<file path="config.mk">
export PLATFORM = sky130hd
export DESIGN_NAME = swrst_seq
export DESIGN_NICKNAME = d
export VERILOG_FILES = /design/src/rtl/swrst_pkg.sv /design/src/rtl/swrst_sync.sv /design/src/rtl/swrst_strap.sv /design/src/rtl/swrst_fsm.sv /design/src/rtl/swrst_dom.sv /design/src/rtl/swrst_seq.sv
export SDC_FILE = /design/constraint.sdc
export NUM_CORES = 1
export LEC_CHECK = 0
export BUFFER_PORTS_ARGS = -buffer_cell sky130_fd_sc_hd__clkbuf_2
export CORE_MARGIN = 5
export CORE_UTILIZATION = 46
export CTS_BUF_LIST = sky130_fd_sc_hd__clkbuf_8
export CTS_CLUSTER_SIZE = 12
export DETAILED_ROUTE_END_ITERATION = 12
export GPL_ROUTABILITY_DRIVEN = 0
export GPL_TIMING_DRIVEN = 0
export HOLD_SLACK_MARGIN = 0.02
export PLACE_DENSITY_LB_ADDON = 0.25
export SYNTH_ARGS = -nofsm -noshare
export SYNTH_HDL_FRONTEND = slang
export SYNTH_SLANG_ARGS = --single-unit
</file>
<file path="constraint.sdc">
create_clock -name clk -period 1.65 [get_ports clk]
set_input_delay 0.2475 -clock clk [delete_from_list [all_inputs] [get_ports clk]]
set_output_delay 0.2475 -clock clk [all_outputs]
set_load 0.05 [all_outputs]
</file>
<file path="src/rtl/swrst_pkg.sv">
package swrst_pkg;

   typedef enum logic [1:0] {
      ST_RESET = 2'd0,
      ST_EEP   = 2'd1,
      ST_HALT  = 2'd2,
      ST_RUN   = 2'd3
   } seq_st_e;

   // hot request kinds (bit index in hot_req)
   localparam int HOT_N     = 4;
   localparam int HK_ALL    = 0;
   localparam int HK_DOWN   = 1;
   localparam int HK_LOCAL  = 2;
   localparam int HK_BRIDGE = 3;

   // effect vector bit positions
   localparam int EF_W     = 3;
   localparam int EF_CORE  = 0;
   localparam int EF_FLUSH = 1;
   localparam int EF_NS    = 2;

   localparam int MODE_LAST_VALID = 5;

   function automatic logic [EF_W-1:0] hot_effect(input int kind);
      logic [EF_W-1:0] e;
      e = '0;
      case (kind)
         HK_ALL:  begin e[EF_CORE] = 1'b1; e[EF_NS] = 1'b1; end
         HK_DOWN: e[EF_FLUSH] = 1'b1;
         default: e = '0;
      endcase
      return e;
   endfunction

endpackage

</file>
<file path="src/rtl/swrst_sync.sv">
module swrst_sync #(
   parameter int STAGES = 2
) (
   input  logic clk,
   input  logic arst_n,
   output logic rst_ok
);
   logic [STAGES-1:0] chain;

   generate
      if (STAGES == 1) begin : g_single
         always_ff @(posedge clk or negedge arst_n) begin
            if (!arst_n) chain <= 1'b0;
            else         chain <= 1'b1;
         end
      end else begin : g_multi
         always_ff @(posedge clk or negedge arst_n) begin
            if (!arst_n) chain <= '0;
            else         chain <= {chain[STAGES-2:0], 1'b1};
         end
      end
   endgenerate

   assign rst_ok = chain[STAGES-1];
endmodule

</file>
<file path="src/rtl/swrst_strap.sv">
module swrst_strap import swrst_pkg::*; #(
   parameter int MODE_W = 4
) (
   input  logic              clk,
   input  logic              arst_n,
   input  logic              cap,
   input  logic [MODE_W-1:0] mode_raw,
   input  logic              halt_raw,
   output logic [MODE_W-1:0] mode_q,
   output logic              mode_err,
   output logic              eep_mode,
   output logic              halt_req
);
   logic hi_zero;
   logic valid;

   generate
      if (MODE_W > 3) begin : g_wide
         assign hi_zero = ~|mode_raw[MODE_W-1:3];
      end else begin : g_narrow
         assign hi_zero = 1'b1;
      end
   endgenerate

   assign valid = hi_zero && (int'(mode_raw[2:0]) <= MODE_LAST_VALID);

   always_ff @(posedge clk or negedge arst_n) begin
      if (!arst_n) begin
         mode_q   <= '0;
         mode_err <= 1'b0;
         halt_req <= 1'b0;
      end else if (cap) begin
         mode_q   <= valid ? mode_raw : '0;
         mode_err <= ~valid;
         halt_req <= halt_raw;
      end
   end

   assign eep_mode = mode_q[0];
endmodule

</file>
<file path="src/rtl/swrst_fsm.sv">
module swrst_fsm import swrst_pkg::*; #(
   parameter int HOLD_CYC = 4
) (
   input  logic    clk,
   input  logic    arst_n,
   input  logic    rst_ok,
   input  logic    eep_mode,
   input  logic    halt_req,
   input  logic    eep_done,
   input  logic    halt_clr,
   output seq_st_e st_d,
   output logic    cap
);
   localparam int CW = $clog2(HOLD_CYC + 1);

   seq_st_e        st_q;
   logic [CW-1:0]  cnt;
   logic           hold_done;

   assign hold_done = rst_ok && (cnt == CW'(HOLD_CYC - 1));
   assign cap       = (st_q == ST_RESET) && !rst_ok;

   always_comb begin
      st_d = st_q;
      case (st_q)
         ST_RESET: if (hold_done) st_d = eep_mode ? ST_EEP : (halt_req ? ST_HALT : ST_RUN);
         ST_EEP:   if (eep_done)  st_d = halt_req ? ST_HALT : ST_RUN;
         ST_HALT:  if (halt_clr)  st_d = ST_RUN;
         default:  st_d = ST_RUN;
      endcase
   end

   always_ff @(posedge clk or negedge arst_n) begin
      if (!arst_n) begin
         st_q <= ST_RESET;
         cnt  <= '0;
      end else begin
         st_q <= st_d;
         if (st_q == ST_RESET && rst_ok && !hold_done) cnt <= cnt + 1'b1;
         else                                         cnt <= '0;
      end
   end
endmodule

</file>
<file path="src/rtl/swrst_dom.sv">
module swrst_dom import swrst_pkg::*; (
   input  logic             clk,
   input  logic             arst_n,
   input  seq_st_e          st_d,
   input  logic [HOT_N-1:0] hot_req,
   output logic             mgmt_rst,
   output logic             port_sticky_rst,
   output logic             port_nonsticky_rst,
   output logic             core_rst,
   output logic             core_flush,
   output logic             eep_load_req,
   output logic             halted,
   output logic             running
);
   logic [EF_W-1:0] eff;
   logic            run_d;
   logic            fund_d;

   always_comb begin
      eff = '0;
      for (int k = 0; k < HOT_N; k++) begin
         if (hot_req[k]) eff = eff | hot_effect(k);
      end
   end

   assign run_d  = (st_d == ST_RUN);
   assign fund_d = (st_d == ST_RESET);

   always_ff @(posedge clk or negedge arst_n) begin
      if (!arst_n) begin
         mgmt_rst           <= 1'b1;
         port_sticky_rst    <= 1'b1;
         port_nonsticky_rst <= 1'b1;
         core_rst           <= 1'b1;
         core_flush         <= 1'b0;
         eep_load_req       <= 1'b0;
         halted             <= 1'b0;
         running            <= 1'b0;
      end else begin
         mgmt_rst           <= fund_d;
         port_sticky_rst    <= fund_d;
         port_nonsticky_rst <= fund_d || (run_d && eff[EF_NS]);
         core_rst           <= !run_d || eff[EF_CORE];
         core_flush         <= run_d && eff[EF_FLUSH] && !eff[EF_CORE];
         eep_load_req       <= (st_d == ST_EEP);
         halted             <= (st_d == ST_HALT);
         running            <= run_d;
      end
   end
endmodule

</file>
<file path="src/rtl/swrst_seq.sv">
module swrst_seq import swrst_pkg::*; #(
   parameter int SYNC_STAGES = 2,
   parameter int HOLD_CYC    = 4,
   parameter int MODE_W      = 4
) (
   input  logic              clk,
   input  logic              board_rst_n,
   input  logic [MODE_W-1:0] mode_strap,
   input  logic              halt_strap,
   input  logic [HOT_N-1:0]  hot_req,
   input  logic              eep_done,
   input  logic              halt_clr,
   output logic              mgmt_rst,
   output logic              port_sticky_rst,
   output logic              port_nonsticky_rst,
   output logic              core_rst,
   output logic              core_flush,
   output logic              eep_load_req,
   output logic              halted,
   output logic              running,
   output logic [MODE_W-1:0] mode_q,
   output logic              mode_err
);
   generate
      if (SYNC_STAGES < 1) begin : g_bad_sync
         $error("swrst_seq: SYNC_STAGES must be at least 1");
      end
      if (HOLD_CYC < 1) begin : g_bad_hold
         $error("swrst_seq: HOLD_CYC must be at least 1");
      end
      if (MODE_W < 3) begin : g_bad_mode
         $error("swrst_seq: MODE_W must be at least 3");
      end
   endgenerate

   logic    rst_ok;
   logic    cap;
   logic    eep_mode;
   logic    halt_req;
   seq_st_e st_d;

   swrst_sync #(.STAGES(SYNC_STAGES)) u_sync (
      .clk    (clk),
      .arst_n (board_rst_n),
      .rst_ok (rst_ok)
   );

   swrst_strap #(.MODE_W(MODE_W)) u_strap (
      .clk      (clk),
      .arst_n   (board_rst_n),
      .cap      (cap),
      .mode_raw (mode_strap),
      .halt_raw (halt_strap),
      .mode_q   (mode_q),
      .mode_err (mode_err),
      .eep_mode (eep_mode),
      .halt_req (halt_req)
   );

   swrst_fsm #(.HOLD_CYC(HOLD_CYC)) u_fsm (
      .clk      (clk),
      .arst_n   (board_rst_n),
      .rst_ok   (rst_ok),
      .eep_mode (eep_mode),
      .halt_req (halt_req),
      .eep_done (eep_done),
      .halt_clr (halt_clr),
      .st_d     (st_d),
      .cap      (cap)
   );

   swrst_dom u_dom (
      .clk                (clk),
      .arst_n             (board_rst_n),
      .st_d               (st_d),
      .hot_req            (hot_req),
      .mgmt_rst           (mgmt_rst),
      .port_sticky_rst    (port_sticky_rst),
      .port_nonsticky_rst (port_nonsticky_rst),
      .core_rst           (core_rst),
      .core_flush         (core_flush),
      .eep_load_req       (eep_load_req),
      .halted             (halted),
      .running            (running)
   );
endmodule

</file>
==> results.md <==
- Xor and xnor area share after synthesis: 0%
- Power share of the clock group: 35.6%
- Clock tree from TritonCTS: built
- Height of the die: 52.08 um
- Multiplexer share of the synthesized area: 1.229%
- Netlist area before placement: 814.5 sq um
- Arr. time, crit path: 1.74 ns
- Root buffer selected by CTS: sky130_fd_sc_hd__clkbuf_8
- DP Wirelength: 1042 um
- Number of max-slew violations in the final report: 0
- Fraction of the mapped netlist area in compound gates: 8.141%
- Number of clock sinks seen by CTS: 20
- GR peak layer: met2
- Detailed-route via count: 569
- Combinational share of power: 12.9%
- Vias in the first global route: 584
- Initial standard-cell utilization of the core: 47.69%
- Antenna-violating nets left: 0
- Largest cells by area after synthesis: sky130_fd_sc_hd__dfrtp_1 (52%), sky130_fd_sc_hd__dfstp_2 (9.7%), sky130_fd_sc_hd__nand2_1 (4.1%)
- Area grow syn2layout: 27.65%
- LEAKAGE: 0.5096 nW
- Outcome: completed
- Largest family of logic cells by synthesized area: simple AND/OR/NAND/NOR gates
- Launching element type of the critical path: flip-flop
- Number of flops mapped to enable cells by yosys: 0
- Count of port buffers added during placement: 23
- Core region area: 1708 sq um
- Std-Cell Rows: 15
- Share of post-route cells with drive strength above 1: 41.24%
- Final core occ: 60.88%
- Pint: 764.7 uW
- First DRT Iteration DRCs: 7
- Top cells by instance count after synthesis: sky130_fd_sc_hd__dfrtp_1 (17), sky130_fd_sc_hd__nand2_1 (9), sky130_fd_sc_hd__nor2_1 (5)
- Max-capacitance violation count: 0
- Post-Syn Nets: 83
- Hold Violations, Final: 0
- Maximum number of pins on one net before global-route repair: 21
- Fmax achieved: 626.9 MHz
- Num CTS Buffers: 3
- Global routing met3 resource utilization: 3.725%
- Power density cells: 984.2 nW/um^2
- # DRC: 0
- Share of async-settable or async-resettable flops after synthesis: 100.0%
- Post-synthesis simple-gate area fraction: 20.43%
- Sw frac: 25.27%
- Synth warn: 0
- Sequential element share of the synthesized area: 61.90%
- CTS H-tree lvls: 1
- Crit path time final: 1.595 ns
- Worst-case clock skew: 0.001104 ns
- Overflow left after global routing: 0
- Setup Crit Path Kind: flip-flop to flip-flop
- Sum Neg Setup Slack: 0 ns
- Ratio of final minimum period to clock period: 96.67%
- Wirelength, routed: 1406 um
- Element type at the critical path end: flip-flop
- Post-layout instance count excluding filler cells: 122
- Class of the most critical hold timing path: input pin to flip-flop
- Number of antenna violations at the first check in global routing: 0
- Overall fraction of global-route tracks in use: 13.04%
- Number of storage elements in the synthesis netlist: 20
- Met2 demand-to-capacity share in global routing: 20.92%
- Met1 usage in global routing: 15.84%
- Maximum clock insertion buffer count: 2
- Via count normalized by instance count: 4.664
- Worst IR Drop VDD: 699.1 uV
- Number of antenna repair diodes: 0
- Average wire per standard cell: 11.52 um
- Max FO, Critical Path: 8
- Area of the die: 2712 sq um
- Net switching component of the power: 258.6 uW
- Share of the synthesized area in the top cell type: 52.23%
- Total of endpoints with negative setup slack in the final report: 0
- Average footprint of a synthesized cell: 11.98 sq um
- Worst EP required: 1.80 ns
- Proportion of power drawn by flip-flops and latches: 51.6%
- First-pass GRT wire length: 2566 um
- Total placed cells including tap cells: 116
- Adder-cell area share of the yosys netlist: 3.072%
- Net count reported at finish: 113
- Floorplan die width: 52.08 um
- Cell type contributing the most total cell area after synthesis: sky130_fd_sc_hd__dfrtp_1
- Gate Count Post-Synth: 68
- Clock Latency Late Sink: 0.25 ns
- Dominant register cell in the synthesized netlist: sky130_fd_sc_hd__dfrtp_1
- First drt pass iteration count: 4
- Cell with the most instances after synthesis: sky130_fd_sc_hd__dfrtp_1
- # IOs: 26
- Clock transition at path regs: 0.07 ns
- Unique masters post-synth: 28
power by group through the flow:
| stage | registers (mW) | logic (mW) | clock network, mW |
|---|---|---|---|
| 3_3_place_gp | 0.535 | 0.129 | 0 |
| 6_report | 0.528 | 0.132 | 0.364 |
| 3_5_place_dp | 0.537 | 0.132 | 0 |
| 4_1_cts | 0.528 | 0.134 | 0.375 |
| 2_1_floorplan | 0.582 | 0.0411 | 0 |
| 5_1_grt | 0.530 | 0.143 | 0.399 |
timing repair:
item	CTS	global route
hold buffers	1	0
resized for setup	1	1
buffers inserted	0	1
pin swaps	0	1
endpoints found under the hold margin	17	0
setup endpoints to repair	1	2
layout make-up:
class                           count  area [sq um]
Timing Repair Buffer               25         132.6
Tap cell                           25         31.28
Inverter                            3         11.26
Multi-Input combinational cell     41         274.0
Clock buffer                        4         55.05
Fill cell                         152         668.1
Sequential cell                    20         504.2
Buffer                              4         31.28
layer usage:
metal | share of wire, % | up-vias
met5 | 0 | -
met4 | 1.0 | 0
met3 | 5.0 | 2
met2 | 51 | 12
met1 | 43 | 273
li1 | - | 282
critical path, cell delays in order, from the launching register on:
cell and delay [ns]:
sky130_fd_sc_hd__dfrtp_1 0.38, sky130_fd_sc_hd__ha_1 0.20, sky130_fd_sc_hd__ha_2 0.18, sky130_fd_sc_hd__nor4bb_2 0.17, sky130_fd_sc_hd__or2_1 0.23, sky130_fd_sc_hd__buf_6 0.14
sky130_fd_sc_hd__and4b_1 0.19
through the flow:
stage / setup WS, ns / area, sq um / hold WS (ns) / power [mW]
2_1_floorplan: 0.08416 / 814.5 / -0.04809 / 0.6227
3_3_place_gp: 0.03845 / 960.9 / 0.2182 / 0.6649
3_5_place_dp: 0.008525 / 960.9 / 0.2269 / 0.6684
4_1_cts: 0.02548 / 1028 / 0.1849 / 1.037
5_1_grt: -0.004874 / 1040 / 0.2074 / 1.072
6_report: 0.05489 / 1040 / 0.1875 / 1.023
placed cells by master, fill, tap and decap left out:
cell and instances:
sky130_fd_sc_hd__nand3_1 2, sky130_fd_sc_hd__o21ai_0 1, sky130_fd_sc_hd__ha_2 1, sky130_fd_sc_hd__conb_1 1
sky130_fd_sc_hd__dlygate4sd3_1 1, sky130_fd_sc_hd__clkbuf_2 24, sky130_fd_sc_hd__nand3b_1 1, sky130_fd_sc_hd__or2_1 1
sky130_fd_sc_hd__o211ai_2 1, sky130_fd_sc_hd__dfstp_2 3, sky130_fd_sc_hd__nor2b_1 3, sky130_fd_sc_hd__nand2_1 9
sky130_fd_sc_hd__inv_1 3, sky130_fd_sc_hd__or4b_1 1, sky130_fd_sc_hd__nand4bb_1 1, sky130_fd_sc_hd__buf_4 3
sky130_fd_sc_hd__nor4bb_2 1, sky130_fd_sc_hd__dfrtp_1 17, sky130_fd_sc_hd__nor2_1 5, sky130_fd_sc_hd__clkbuf_8 4
sky130_fd_sc_hd__and2_1 2, sky130_fd_sc_hd__a21bo_2 1, sky130_fd_sc_hd__buf_6 1, sky130_fd_sc_hd__o21ai_1 2
sky130_fd_sc_hd__a21o_1 1, sky130_fd_sc_hd__ha_1 1, sky130_fd_sc_hd__mux2i_1 1, sky130_fd_sc_hd__o41ai_2 1
sky130_fd_sc_hd__a21oi_1 1, sky130_fd_sc_hd__nor3_1 1, sky130_fd_sc_hd__or3_1 1, sky130_fd_sc_hd__and4b_1 1
sequential cells by signal, indices dropped and copies added, names as in the netlist:
register and flops:
u_strap.mode_q 4, u_fsm.cnt 3, u_fsm.st_q 2, u_sync.chain 2, u_dom.core_flush 1, u_dom.core_rst 1, u_dom.eep_load_req 1, u_dom.halted 1
u_dom.mgmt_rst 1, u_dom.port_nonsticky_rst 1, u_dom.running 1, u_strap.halt_req 1, u_strap.mode_err 1
logic make-up (layout without fill, tap and decap cells):
logic type | after synthesis | count (layout)
AOI/OAI and AO/OA | 8 | 8
adders and majority gates | 2 | 2
buffers and inverters | 7 | 36
DFF | 20 | 20
muxes | 1 | 1
other | 1 | 1
and+or+nand+nor | 29 | 29
worst paths after layout:
path	from	slack (ns)	cells past startpoint	endpoint
max	u_fsm.cnt[0]$_DFF_PN0_	0.05	6	u_dom.core_flush$_DFF_PN0_
min	halt_strap	0.19	3	u_strap.halt_req$_DFFE_PN0P_
max reg2reg	u_fsm.cnt[0]$_DFF_PN0_	0.05	6	u_dom.core_flush$_DFF_PN0_
min reg2reg	u_sync.chain[0]$_DFF_PN0_	0.36	0	u_sync.chain[1]$_DFF_PN0_
max in group asynchronous	board_rst_n	0.81	2	u_dom.mgmt_rst$_DFF_PN1_
min in group asynchronous	board_rst_n	0.48	2	u_strap.mode_err$_DFFE_PN0P_
Power figures use the tool's default switching activity.
